### config.mk
export PLATFORM = sky130hd
export DESIGN_NAME = core_boot_reset
export DESIGN_NICKNAME = d
export VERILOG_FILES = /design/src/rtl/cbr_pkg.sv /design/src/rtl/cbr_regs.sv /design/src/rtl/cbr_ctl.sv /design/src/rtl/core_boot_reset.sv
export SDC_FILE = /design/constraint.sdc
export NUM_CORES = 1
export LEC_CHECK = 0
export ABC_AREA = 1
export BUFFER_PORTS_ARGS = -buffer_cell sky130_fd_sc_hd__buf_4
export CAP_MARGIN = 5
export CELL_PAD_IN_SITES_DETAIL_PLACEMENT = 0
export CELL_PAD_IN_SITES_GLOBAL_PLACEMENT = 1
export CORE_ASPECT_RATIO = 0.8
export CORE_UTILIZATION = 41
export DETAILED_ROUTE_END_ITERATION = 7
export GPL_TIMING_DRIVEN = 0
export PLACE_DENSITY = 0.9
export SKIP_LAST_GASP = 1
export SYNTH_ARGS = -nofsm -noshare
export SYNTH_HDL_FRONTEND = slang
export SYNTH_HIERARCHICAL = 1
export SYNTH_SLANG_ARGS = --single-unit
### constraint.sdc
create_clock -name clk -period 3.3 [get_ports clk]
set_clock_uncertainty 0.2 [all_clocks]
set_input_delay 0.33 -clock clk [delete_from_list [all_inputs] [get_ports clk]]
set_output_delay 0.33 -clock clk [all_outputs]
set_load 0.01 [all_outputs]
### src/rtl/cbr_pkg.sv
package cbr_pkg;
  localparam int NCORE   = 4;
  localparam int DW      = 32;
  localparam int AW      = 12;
  localparam int IDXW    = AW - 2;
  localparam int NGP     = 2 * (NCORE - 1);
  localparam int IDX_CTRL = 0;
  localparam int IDX_STAT = 1;
  localparam int IDX_MASK = 2;
  localparam int IDX_GP0  = 4;
  localparam int NREG    = IDX_GP0 + NGP;
  // control word bit positions
  localparam int RST_LSB = 13;
  localparam int EN_LSB  = 21;
  localparam int DISP_A  = 3;
  localparam int DISP_B  = 12;
  localparam logic [DW-1:0] DISP_MASK = (DW'(1) << DISP_A) | (DW'(1) << DISP_B);
  localparam logic [DW-1:0] CTRL_INIT = 32'h0000_0521;
  localparam logic [DW-1:0] STAT_INIT = 32'h0000_0001;
  localparam logic [DW-1:0] MASK_INIT = 32'h0000_001F;

  typedef struct packed {
    logic            wrEn;
    logic            rdEn;
    logic [IDXW-1:0] idx;
    logic [NCORE-1:0] rstClr;
  } strobe_t;
endpackage

### src/rtl/cbr_regs.sv
module cbr_regs
  import cbr_pkg::*;
(
  input  logic                clk,
  input  logic                rstN,
  input  strobe_t             stb,
  input  logic [DW-1:0]       wdata,
  output logic [DW-1:0]       rdata,
  output logic [DW-1:0]       ctrlQ,
  output logic [NCORE*DW-1:0] entryAddr,
  output logic [NCORE*DW-1:0] entryArg
);
  logic [DW-1:0] regQ [NREG];
  logic [DW-1:0] ctrlNext;
  logic          ctrlWr;

  function automatic logic [DW-1:0] initVal(int i);
    case (i)
      IDX_CTRL: return CTRL_INIT;
      IDX_STAT: return STAT_INIT;
      IDX_MASK: return MASK_INIT;
      default:  return '0;
    endcase
  endfunction

  assign ctrlWr = stb.wrEn && (stb.idx == IDXW'(IDX_CTRL));

  // new control value: written value without display resets, then completion clears
  always_comb begin
    ctrlNext = regQ[IDX_CTRL];
    if (ctrlWr) ctrlNext = wdata & ~DISP_MASK;
    ctrlNext = ctrlNext & ~(DW'(stb.rstClr) << RST_LSB);
  end

  always_ff @(posedge clk or negedge rstN) begin
    if (!rstN) begin
      for (int i = 0; i < NREG; i++) regQ[i] <= initVal(i);
    end else begin
      regQ[IDX_CTRL] <= ctrlNext;
      for (int i = 1; i < NREG; i++)
        if (stb.wrEn && stb.idx == IDXW'(i)) regQ[i] <= wdata;
    end
  end

  always_comb begin
    rdata = '0;
    for (int i = 0; i < NREG; i++)
      if (stb.rdEn && stb.idx == IDXW'(i)) rdata = regQ[i];
  end

  assign ctrlQ = regQ[IDX_CTRL];

  genvar n;
  generate
    for (n = 0; n < NCORE; n++) begin : g_entry
      if (n == 0) begin : g_none
        assign entryAddr[n*DW +: DW] = '0;
        assign entryArg[n*DW +: DW]  = '0;
      end else begin : g_pair
        assign entryAddr[n*DW +: DW] = regQ[IDX_GP0 + 2*(n-1)];
        assign entryArg[n*DW +: DW]  = regQ[IDX_GP0 + 2*(n-1) + 1];
      end

      // a stored reset bit only drops on a write or a completion strobe
      assert_rst_hold_R9: assert property (@(posedge clk) disable iff (!rstN)
        $fell(regQ[IDX_CTRL][RST_LSB+n]) |-> ($past(stb.rstClr[n]) || $past(ctrlWr)));
    end
  endgenerate

  assert_disp_zero_R10: assert property (@(posedge clk) disable iff (!rstN)
    (regQ[IDX_CTRL][DISP_A] == 1'b0) && (regQ[IDX_CTRL][DISP_B] == 1'b0));

  assert_gp_stable_R4: assert property (@(posedge clk) disable iff (!rstN)
    !(stb.wrEn && stb.idx == IDXW'(IDX_GP0)) |=> $stable(regQ[IDX_GP0]));
endmodule

### src/rtl/cbr_ctl.sv
module cbr_ctl
  import cbr_pkg::*;
(
  input  logic             clk,
  input  logic             rstN,
  input  logic             regRd,
  input  logic             regWr,
  input  logic [AW-1:0]    regAddr,
  input  logic [DW-1:0]    wdata,
  input  logic [DW-1:0]    ctrlQ,
  input  logic [NCORE-1:0] corePresent,
  input  logic [NCORE-1:0] coreDone,
  output strobe_t          stb,
  output logic             regErr,
  output logic [NCORE-1:0] onReq,
  output logic [NCORE-1:0] offReq,
  output logic [NCORE-1:0] rstPulse
);
  logic            aligned, inRange, accOk, ctrlWr;
  logic [IDXW-1:0] idx;
  logic [DW-1:0]   change;
  logic [NCORE-1:0] enChg, rstChg, enNew, act, pendQ;

  assign idx     = regAddr[AW-1:2];
  assign aligned = (regAddr[1:0] == 2'b00);
  assign inRange = (idx < IDXW'(NREG));
  assign accOk   = aligned && inRange;
  assign regErr  = (regRd || regWr) && !accOk;
  assign ctrlWr  = regWr && accOk && (idx == IDXW'(IDX_CTRL));
  assign change  = ctrlQ ^ wdata;

  genvar n;
  generate
    for (n = 0; n < NCORE; n++) begin : g_core
      if (n == 0) begin : g_noen
        assign enChg[n] = 1'b0;
        assign enNew[n] = 1'b0;
      end else begin : g_en
        assign enChg[n] = change[EN_LSB+n];
        assign enNew[n] = wdata[EN_LSB+n];
      end
      // an enable change owns the reset bit: no separate pulse
      assign rstChg[n] = change[RST_LSB+n] && !enChg[n];

      assert_pend_drop_R8: assert property (@(posedge clk) disable iff (!rstN)
        $fell(pendQ[n]) |-> $past(coreDone[n]));
    end
  endgenerate

  assign act = {NCORE{ctrlWr}} & corePresent;

  always_ff @(posedge clk or negedge rstN) begin
    if (!rstN) begin
      onReq    <= '0;
      offReq   <= '0;
      rstPulse <= '0;
      pendQ    <= '0;
    end else begin
      onReq    <= act & enChg & enNew;
      offReq   <= act & enChg & ~enNew;
      rstPulse <= act & rstChg;
      pendQ    <= (pendQ & ~coreDone) | (act & (enChg | rstChg));
    end
  end

  always_comb begin
    stb.wrEn   = regWr && accOk;
    stb.rdEn   = regRd && accOk;
    stb.idx    = idx;
    stb.rstClr = coreDone & pendQ;
  end

  assert_on_off_excl_R7: assert property (@(posedge clk) disable iff (!rstN)
    (onReq & offReq) == '0);

  assert_absent_quiet_R11: assert property (@(posedge clk) disable iff (!rstN)
    ((onReq | offReq | rstPulse) & ~$past(corePresent)) == '0);

  assert_no_rst_on_en_R8: assert property (@(posedge clk) disable iff (!rstN)
    ((onReq | offReq) & rstPulse) == '0);
endmodule

### src/rtl/core_boot_reset.sv
module core_boot_reset
  import cbr_pkg::*;
(
  input  logic                clk,
  input  logic                rstN,
  input  logic                regRd,
  input  logic                regWr,
  input  logic [AW-1:0]       regAddr,
  input  logic [DW-1:0]       regWdata,
  output logic [DW-1:0]       regRdata,
  output logic                regErr,
  input  logic [NCORE-1:0]    corePresent,
  input  logic [NCORE-1:0]    coreDone,
  output logic [NCORE-1:0]    onReq,
  output logic [NCORE-1:0]    offReq,
  output logic [NCORE-1:0]    rstPulse,
  output logic [NCORE*DW-1:0] entryAddr,
  output logic [NCORE*DW-1:0] entryArg
);
  strobe_t       stb;
  logic [DW-1:0] ctrlQ;

  cbr_ctl u_ctl (
    .clk(clk), .rstN(rstN), .regRd(regRd), .regWr(regWr), .regAddr(regAddr),
    .wdata(regWdata), .ctrlQ(ctrlQ), .corePresent(corePresent), .coreDone(coreDone),
    .stb(stb), .regErr(regErr), .onReq(onReq), .offReq(offReq), .rstPulse(rstPulse)
  );

  cbr_regs u_regs (
    .clk(clk), .rstN(rstN), .stb(stb), .wdata(regWdata), .rdata(regRdata),
    .ctrlQ(ctrlQ), .entryAddr(entryAddr), .entryArg(entryArg)
  );

  assert_err_zero_R3: assert property (@(posedge clk) disable iff (!rstN)
    (regErr && regRd) |-> (regRdata == '0));
endmodule

---- Word level (Yosys, flattened, before mapping) ----
Cells that the tools add are included.
word-level totals
  input port bits ......................... 56
  word-level logic and storage cells ...... 84
  register bits ........................... 336
operators by class
  equal/unequal tests ..................... 9
  bitwise operators ....................... 15
  reduce and logical (&&, ||, !) cells .... 34
  order comparisons ....................... 1
  multiplexer cells ....................... 11
operator list
  kind                                                                    count
  32-bit 2-to-1 mux                                                       11
  10-bit by 3-bit == test with 1-bit output (second input constant)       4
  32-bit AND                                                              1
  4-bit AND                                                               8
  17-bit NOT with 32-bit output                                           1
  1-bit logical AND                                                       27
  25-bit bitwise XOR                                                      1
  10-bit by 2-bit == test with 1-bit output (second input constant)       2
  10-bit by 4-bit == test with 1-bit output (second input constant)       2
  10-bit by 1-bit == test with 1-bit output (second input constant)       1
  10-bit logical NOT                                                      1
  10-bit by 4-bit < comparator with 1-bit output (second input constant)  1
  4-bit NOT                                                               2
  4-bit bitwise OR                                                        2
  1-bit logical NOT                                                       4
  2-bit logical NOT                                                       1
  1-bit logical OR                                                        1

---- Depth between registers and ports, before layout ----
Gate-level depths: netlist of the first run.
  depth in word-level cells ............... 14
  gate-level depth with buffers ........... 20

---- By module ----
Netlist of the first run, hierarchy kept.
by module, submodules not included
  module    sequential area each (µm²)  times used  area an instance (µm²)  cells an instance
  cbr_regs  7,970.1                     1           16,970.0                2,140
  cbr_ctl   350.3                       1           875.8                   113

---- Worst setup path after synthesis of the first run ----
Ideal clock, no wire load.
  kind .................................... input port to output port
  start ................................... input port regAddr[8]
  end ..................................... output port regRdata[5]
  setup slack ............................. 0.457 ns
  arrival time ............................ 2.313 ns
  required time ........................... 2.770 ns
  stages on the path ...................... 19
  path through ............................ nor2_1 nand2_1 nor2_2 nand2_1 nor2_1 buf_2 buf_1 nand4_1 nand3_1 nand2_1 nand2_1 nand2_1 nand2_1 nand2_1 nand2_1 nand2_1 nand2_1 nand2_1 a21oi_1
RTL lines
  item             line                   source
  start, declared  core_boot_reset.sv:8   input logic [AW-1:0] regAddr,
  end, declared    core_boot_reset.sv:10  output logic [DW-1:0] regRdata,

==> results of run 1 <==
[flip-flops by register name, indices dropped and copies added (netlist names)]
signal,flops
u_ctl/onReq,3
u_regs/entryArg,96
u_ctl/pendQ,4
u_ctl/offReq,3
u_regs/regQ,96
u_regs/entryAddr,96
u_ctl/rstPulse,4
u_regs/ctrlQ,30
[layout make-up]
class                      instances  area [µm²]  area share (%)
inverter                         179       680.7           2.977
buffer                           389        2649           11.58
clock inverter                     6       61.31          0.2681
clock buffer                      58        1117           4.887
timing repair buffer             349        2815           12.31
tap                              552       690.7           3.021
sequential                       332        8320           36.39
multi-input combinational       1392        6530           28.56
[power groups by stage]
stage / combinational, µW / clock, µW / sequential [µW]
floorplan: 166 / 0 / 4150
global placement: 362 / 0 / 4150
detailed placement: 379 / 0 / 4150
CTS: 397 / 4120 / 4070
global route: 446 / 4290 / 4070
finish: 406 / 4080 / 4070
[stage by stage]
| step | cell area (µm²) | std cells |
|---|---|---|
| finish | 22860 | 3257 |
| detailed placement | 20860 | 3137 |
| global route | 22860 | 3257 |
| floorplan | 17900 | 2292 |
| CTS | 22450 | 3234 |
| global placement | 20770 | 3134 |
[cell usage in the layout, fill, tap and decap left out, drive strengths merged]
cell	n
clkinv	4
dfrtp	322
bufinv	1
o21ai	421
o22ai	1
nand4	23
o21bai	18
o21a	1
inv	179
nand3	79
a21oi	14
xnor2	3
nor3	2
conb	66
dlygate4sd3	20
xor2	1
nand2	615
or2	28
clkbuf	153
o2111ai	3
a32oi	1
dfstp	10
buf	623
clkinvlp	1
nand3b	2
a211oi	17
nor2	82
nor4	4
a31oi	3
o211ai	8
[tightest hold or removal path: stages]
cell and delay, ps:
buf_4 70, inv_1 130, o21ai_0 190
[routing by layer]
layer  vias up  global-route usage, %  part of all wire (%)
met5         -                      0                     0
met4         0                  8.541                   2.9
met3       114                  4.653                   9.5
met2       866                  42.32                    44
met1      8041                  40.49                    43
li1       7719                      -                     -
[worst paths after layout]
kind / startpoint / cells after the start / slack, ps / to
worst max-delay path: regAddr[6] / 15 / 100 / regRdata[21]
worst min-delay path: regWdata[12] / 3 / 20 / u_regs/entryArg[76]$_DFFE_PN0P_
worst min register to register: u_regs/ctrlQ[30]$_DFFE_PN0P_ / 2 / 280 / u_regs/ctrlQ[30]$_DFFE_PN0P_
min in group asynchronous: rstN / 2 / 160 / u_regs/regQ[232]$_DFFE_PN0P_
worst max register to register: u_regs/ctrlQ[22]$_DFFE_PN0P_ / 8 / 1440 / u_ctl/pendQ[1]$_DFF_PN0_
max in group asynchronous: rstN / 4 / 1390 / u_regs/entryArg[126]$_DFFE_PN0P_
[repair_timing]
action                                  in CTS  in global routing
endpoints found under the setup margin      32                 32
setup buffers                               13                 21
cloned                                       0                  2
resized for setup                           43                 71
pin swaps                                    7                 20
hold endpoints to repair                    88                  0
hold buffers                                20                  0
==> run metrics, run 1 <==
fmax 312.6 MHz; H-tree level count 2; CP Max Fanout 10; # rows 67; Fin. Hold Viols 0; GR Util All Layers 27.89%; Slew HR 50.39%; GP Congestion between 0.9 and 1; Mapped Avg Cell Area 7.926 µm²; clock latency on the worst-skew pair approximately 530 ps; number of global-route vias before repair 15710; fin crit share 96.95%; core area 0.04217 mm²; global-route wire length before repair 92620 µm; Syn Std Cell Area 0.01766 mm²; fin nets 2736; Initial DRT Pass Iterations 8; sink count of the clock tree 332; post-synthesis cell count 2228; hpwl dp 46600 µm; worst hold-check path type primary input to flip-flop; critical path capture point type output pin; LEAKAGE between 0.01 and 0.015 µW; PnR Total Power 8555 µW; failing checks DRC; DP Worst Slack -820.3 ps; Clock Root Buffer clkbuf_16; DRC 20; Int Power 6614 µW; grt total ovfl 0; Sw Share 22.69%; crit-path max cell delay 310 ps; WP buf/inv 5; Via density 5.140; Final Max Slew Viols 0; share of cells above drive strength 1 between 20% and 30%; fill count slightly below 4000; RSZ-0062 raised after global routing true; Clk pwr share a little under half; YS warnings 6; Die W roughly 230 µm; hold slack 23.76 ps; TritonCTS Buffers 37; Post-Route WL about 62000 µm; Critical Path AT 2670 ps; number of antenna violations at the first check in global routing 1; Setup WS post-layout 100.7 ps; TritonCTS clock tree yes; area delta synth->final 29.48%; Final setup viols 0; Chip Height 187.6 µm; maximum VDD drop roughly 370 µV; largest net degree at the start of global routing 101; CP Class primary input to output pin; PwrDens around 370 mW/mm²; status finished, violations left; CP cell instances buf_4 > nor2_2 > nand2_2 > nor2_4 > nand2_2 > nor2_4 > buf_8 > nand3_2 > inv_6 > buf_2 > a211oi_1 > o21bai_1 > nand2_1 > nand2_1 > buf_4; Clock Tree Buf Depth 3; Psw between 1500 and 2000 µW; count of input and output buffers 290; routed len/inst around 19 µm; Slew @ Worst Pin around 740 ps; crit path time final approximately 3200 ps; initial cell density of the core 41.88%; Top delay family on crit path simple AND/OR/NAND/NOR gates; crit start category primary input; Seq pwr share 47.6%; IO Count 357; via count approximately 17000; Clk pin slew, worst setup/hold paths about 60 ps; Initial DRC Count 1798; combinational share of power roughly 4.7%; post-route ant nets 0; Diodes inserted 0; die area about 0.044 mm²; Critical Path RT 2770 ps; post-layout util 54.22%; Max Cap Violations 0; Final TNS setup 0 ps; slowest CP cell buf_2
(Power assumes the default switching activity.)
==> inputs of run 2 (changes only) <==
--- a/config.mk
+++ b/config.mk
@@ -13,10 +13,8 @@
 export CORE_ASPECT_RATIO = 0.8
 export CORE_UTILIZATION = 41
 export DETAILED_ROUTE_END_ITERATION = 7
-export GPL_TIMING_DRIVEN = 0
 export PLACE_DENSITY = 0.9
 export SKIP_LAST_GASP = 1
 export SYNTH_ARGS = -nofsm -noshare
 export SYNTH_HDL_FRONTEND = slang
-export SYNTH_HIERARCHICAL = 1
 export SYNTH_SLANG_ARGS = --single-unit
==> run metrics, run 2 <==
status finished, final reports clean; Clock Tree Buf Depth 3 (unchanged); Seq/Total Area, Yosys 49.26%; area delta synth->final 16.03%; commonest cells after routing, fill and taps aside nand2_1, o21ai_0, buf_4; post-route ant nets 0 (unchanged); largest cells by area after synthesis dfrtp_1, nand2_1, buf_4; number of global-route vias before repair 13640 (-13%); sink count of the clock tree 332 (unchanged); Commonest cells post-synth nand2_1, o21ai_0, dfrtp_1; Synth Flop Type dfrtp_1; fmax 320.7 MHz (+2.6%); worst hold-check path type primary input to flip-flop; Critical Path RT 2770 ps (about the same); CP Max Fanout 17 (+7); share of cells above drive strength 1 20.97% (-8.3 points); Reg-to-Reg Start u_regs.ctrlQ[24]$_DFFE_PN0P_; clock latency on the worst-skew pair 530 ps (about the same); Final TNS setup 0 ps (unchanged); CP startpoint regAddr[7]; RSZ-0062 raised after global routing false; Slew @ Worst Pin 790.5 ps (+46.33 ps); GR Util All Layers 24.39% (-3.5 points); Chip Height 183.5 µm (-2.2%); Clk pin slew, worst setup/hold paths 60 ps (about the same); async set-reset flop share out of synthesis 100.0%; DRC 0 (-100%); count of input and output buffers 290 (unchanged); Slew HR 47.30% (-3.1 points); TritonCTS clock tree yes; Clk pwr share 48.5% (+0.9 points); r2r setup slk 1460 ps (+20 ps); hpwl dp 35320 µm (-24%); Worst Setup EP regRdata[31]; Max Cap Violations 0 (unchanged); Post-Route WL 51250 µm (-17%); distinct cell type count after synthesis 37; combinational share of power 3.6% (-1.1 points); cell with the most instances after synthesis nand2_1; Yosys top cell by area dfrtp_1; routed len/inst 18.58 µm (-2.3%); commonest non-fill, non-tap cell in the layout nand2_1; Final setup viols 0 (unchanged); die area 0.04202 mm² (-4.3%); Critical Path AT 2590 ps (-80 ps); Via density 5.123 (-0.33%); # rows 66 (-1.5%); LEAKAGE 0.009920 µW (-17%); grt total ovfl 0 (unchanged); post-synthesis cell count 2090 (-6.2%); via count 14130 (-16%); Setup WS post-layout 181.6 ps (+80.97 ps); Final Max Slew Viols 0 (unchanged); critical path capture point type output pin; Seq pwr share 47.9% (+0.3 points); Mapped Avg Cell Area 8.082 µm² (+2.0%); FF-to-FF path depth 5 (-3); global-route wire length before repair 79870 µm (-14%); largest net degree at the start of global routing 91 (-9.9%); Initial DRT Pass Iterations 7 (-1); Die W 228.9 µm (-2.2%); DP Worst Slack 191.1 ps (+1011 ps); final instance area 0.01960 mm² (-14%); Sw Share 22.39% (-0.31 points); r2r endpoint u_ctl.pendQ[3]$_DFF_PN0_; placed inst area 0.01816 mm² (-13%); fin nets 2243 (-18%); crit start category primary input; Psw 1905 µW (-1.9%); Yosys reg bits 332; PwrDens 434.1 mW/mm² (+16%); Initial DRC Count 1306 (-27%); number of synthesized flops with an enable pin 0; TritonCTS Buffers 37 (unchanged); Clock Root Buffer clkbuf_16; initial cell density of the core 41.57% (-0.30 points); H-tree level count 2 (unchanged); GP Congestion 0.8846 (-5.1%); Int Power 6602 µW (-0.17%); Fin. Hold Viols 0 (unchanged); IO Count 357 (unchanged); post-synth top area share 47.70%; CP Class primary input to output pin; core area 0.04063 mm² (-3.6%); number of antenna violations at the first check in global routing 0 (-1); YS warnings 0 (-6); fin crit share 94.50% (-2.5 points); Syn Std Cell Area 0.01689 mm² (-4.3%); maximum VDD drop 353.4 µV (-5.0%); crit path time final 3118 ps (-80.97 ps)
-- run 2: power by group through the flow --
stage	logic, µW	registers, µW	clock network (µW)
6_report	308	4070	4120
3_5_place_dp	299	4150	0
2_1_floorplan	146	4150	0
4_1_cts	314	4070	4200
5_1_grt	345	4070	4350
3_3_place_gp	294	4150	0
-- run 2: worst max-delay path: stages --
cell and delay (ps):
buf_4 110, nor2_1 120, nand2_2 120, nor2_2 200, nand3_1 140, nor2_1 310
nand2_1 150, inv_2 330, a21oi_1 90, nand4_1 110, o211ai_1 150, a21oi_1 200
a21o_1 100, buf_4 110
-- run 2: how the worst min path moves through the flow --
stage                 startpoint                                 to  cells after the start
floorplan                   rstN          u_ctl.offReq[1]$_DFF_PN0_                      0
global placement            rstN    u_regs.entryArg[33]$_DFFE_PN0P_                      1
detailed placement          rstN    u_regs.entryArg[33]$_DFFE_PN0P_                      1
CTS                 regWdata[17]   u_regs.entryAddr[49]$_DFFE_PN0P_                      3
global route         regWdata[6]  u_regs.entryAddr[102]$_DFFE_PN0P_                      3
finish              regWdata[17]   u_regs.entryAddr[49]$_DFFE_PN0P_                      3
-- run 2: metal layers --
metal  part of all wire, %  vias up  GRT usage [%]
li1                      -     6656              -
met1                    42     6797          32.11
met2                    48      573          40.58
met3                   6.4      103          3.691
met4                   3.3        0          9.413
met5                     0        -              0
-- run 2: what timing repair did --
item                                    4_1_cts  5_1_grt
endpoints found under the setup margin        0        6
gates resized for setup                       0        5
endpoints found under the hold margin        95        0
hold buffers                                 20        0
buffers inserted                              0        2
-- run 2: area by class of cell --
cell class / instances / area (µm²)
flip-flops and latches: 332 / 8320
clock buffers: 54 / 1090
repair buffers: 363 / 2953
clock inverters: 11 / 116.4
diodes: 1 / 2.502
inverters: 64 / 244.0
multi-input cells: 1389 / 6192
well taps: 544 / 680.7
fillers: 3935 / 21030
-- run 2: through the flow --
step | hold slack, ps | instances | utilization [%] | power (µW)
final | 8.806 | 2758 | 48.24 | 8507
after global routing | 42.18 | 2757 | 48.23 | 8771
after CTS | 1.491 | 2755 | 48.15 | 8589
after detailed placement | 236.8 | 2670 | 44.69 | 4447
after global placement | 220.0 | 2670 | 44.69 | 4442
after floorplan | -165.6 | 2155 | - | 4295
-- run 2: logic make-up (layout without fill, tap and decap cells) --
group           after synthesis  count (layout)  share of synthesized area (%)
xor+xnor                      3               3                         0.1556
other cells                   1              67                        0.02220
buf+inv                     434             492                          15.73
flops                       332             332                          49.26
compound gates              543             543                          16.40
simple gates                777             777                          18.43
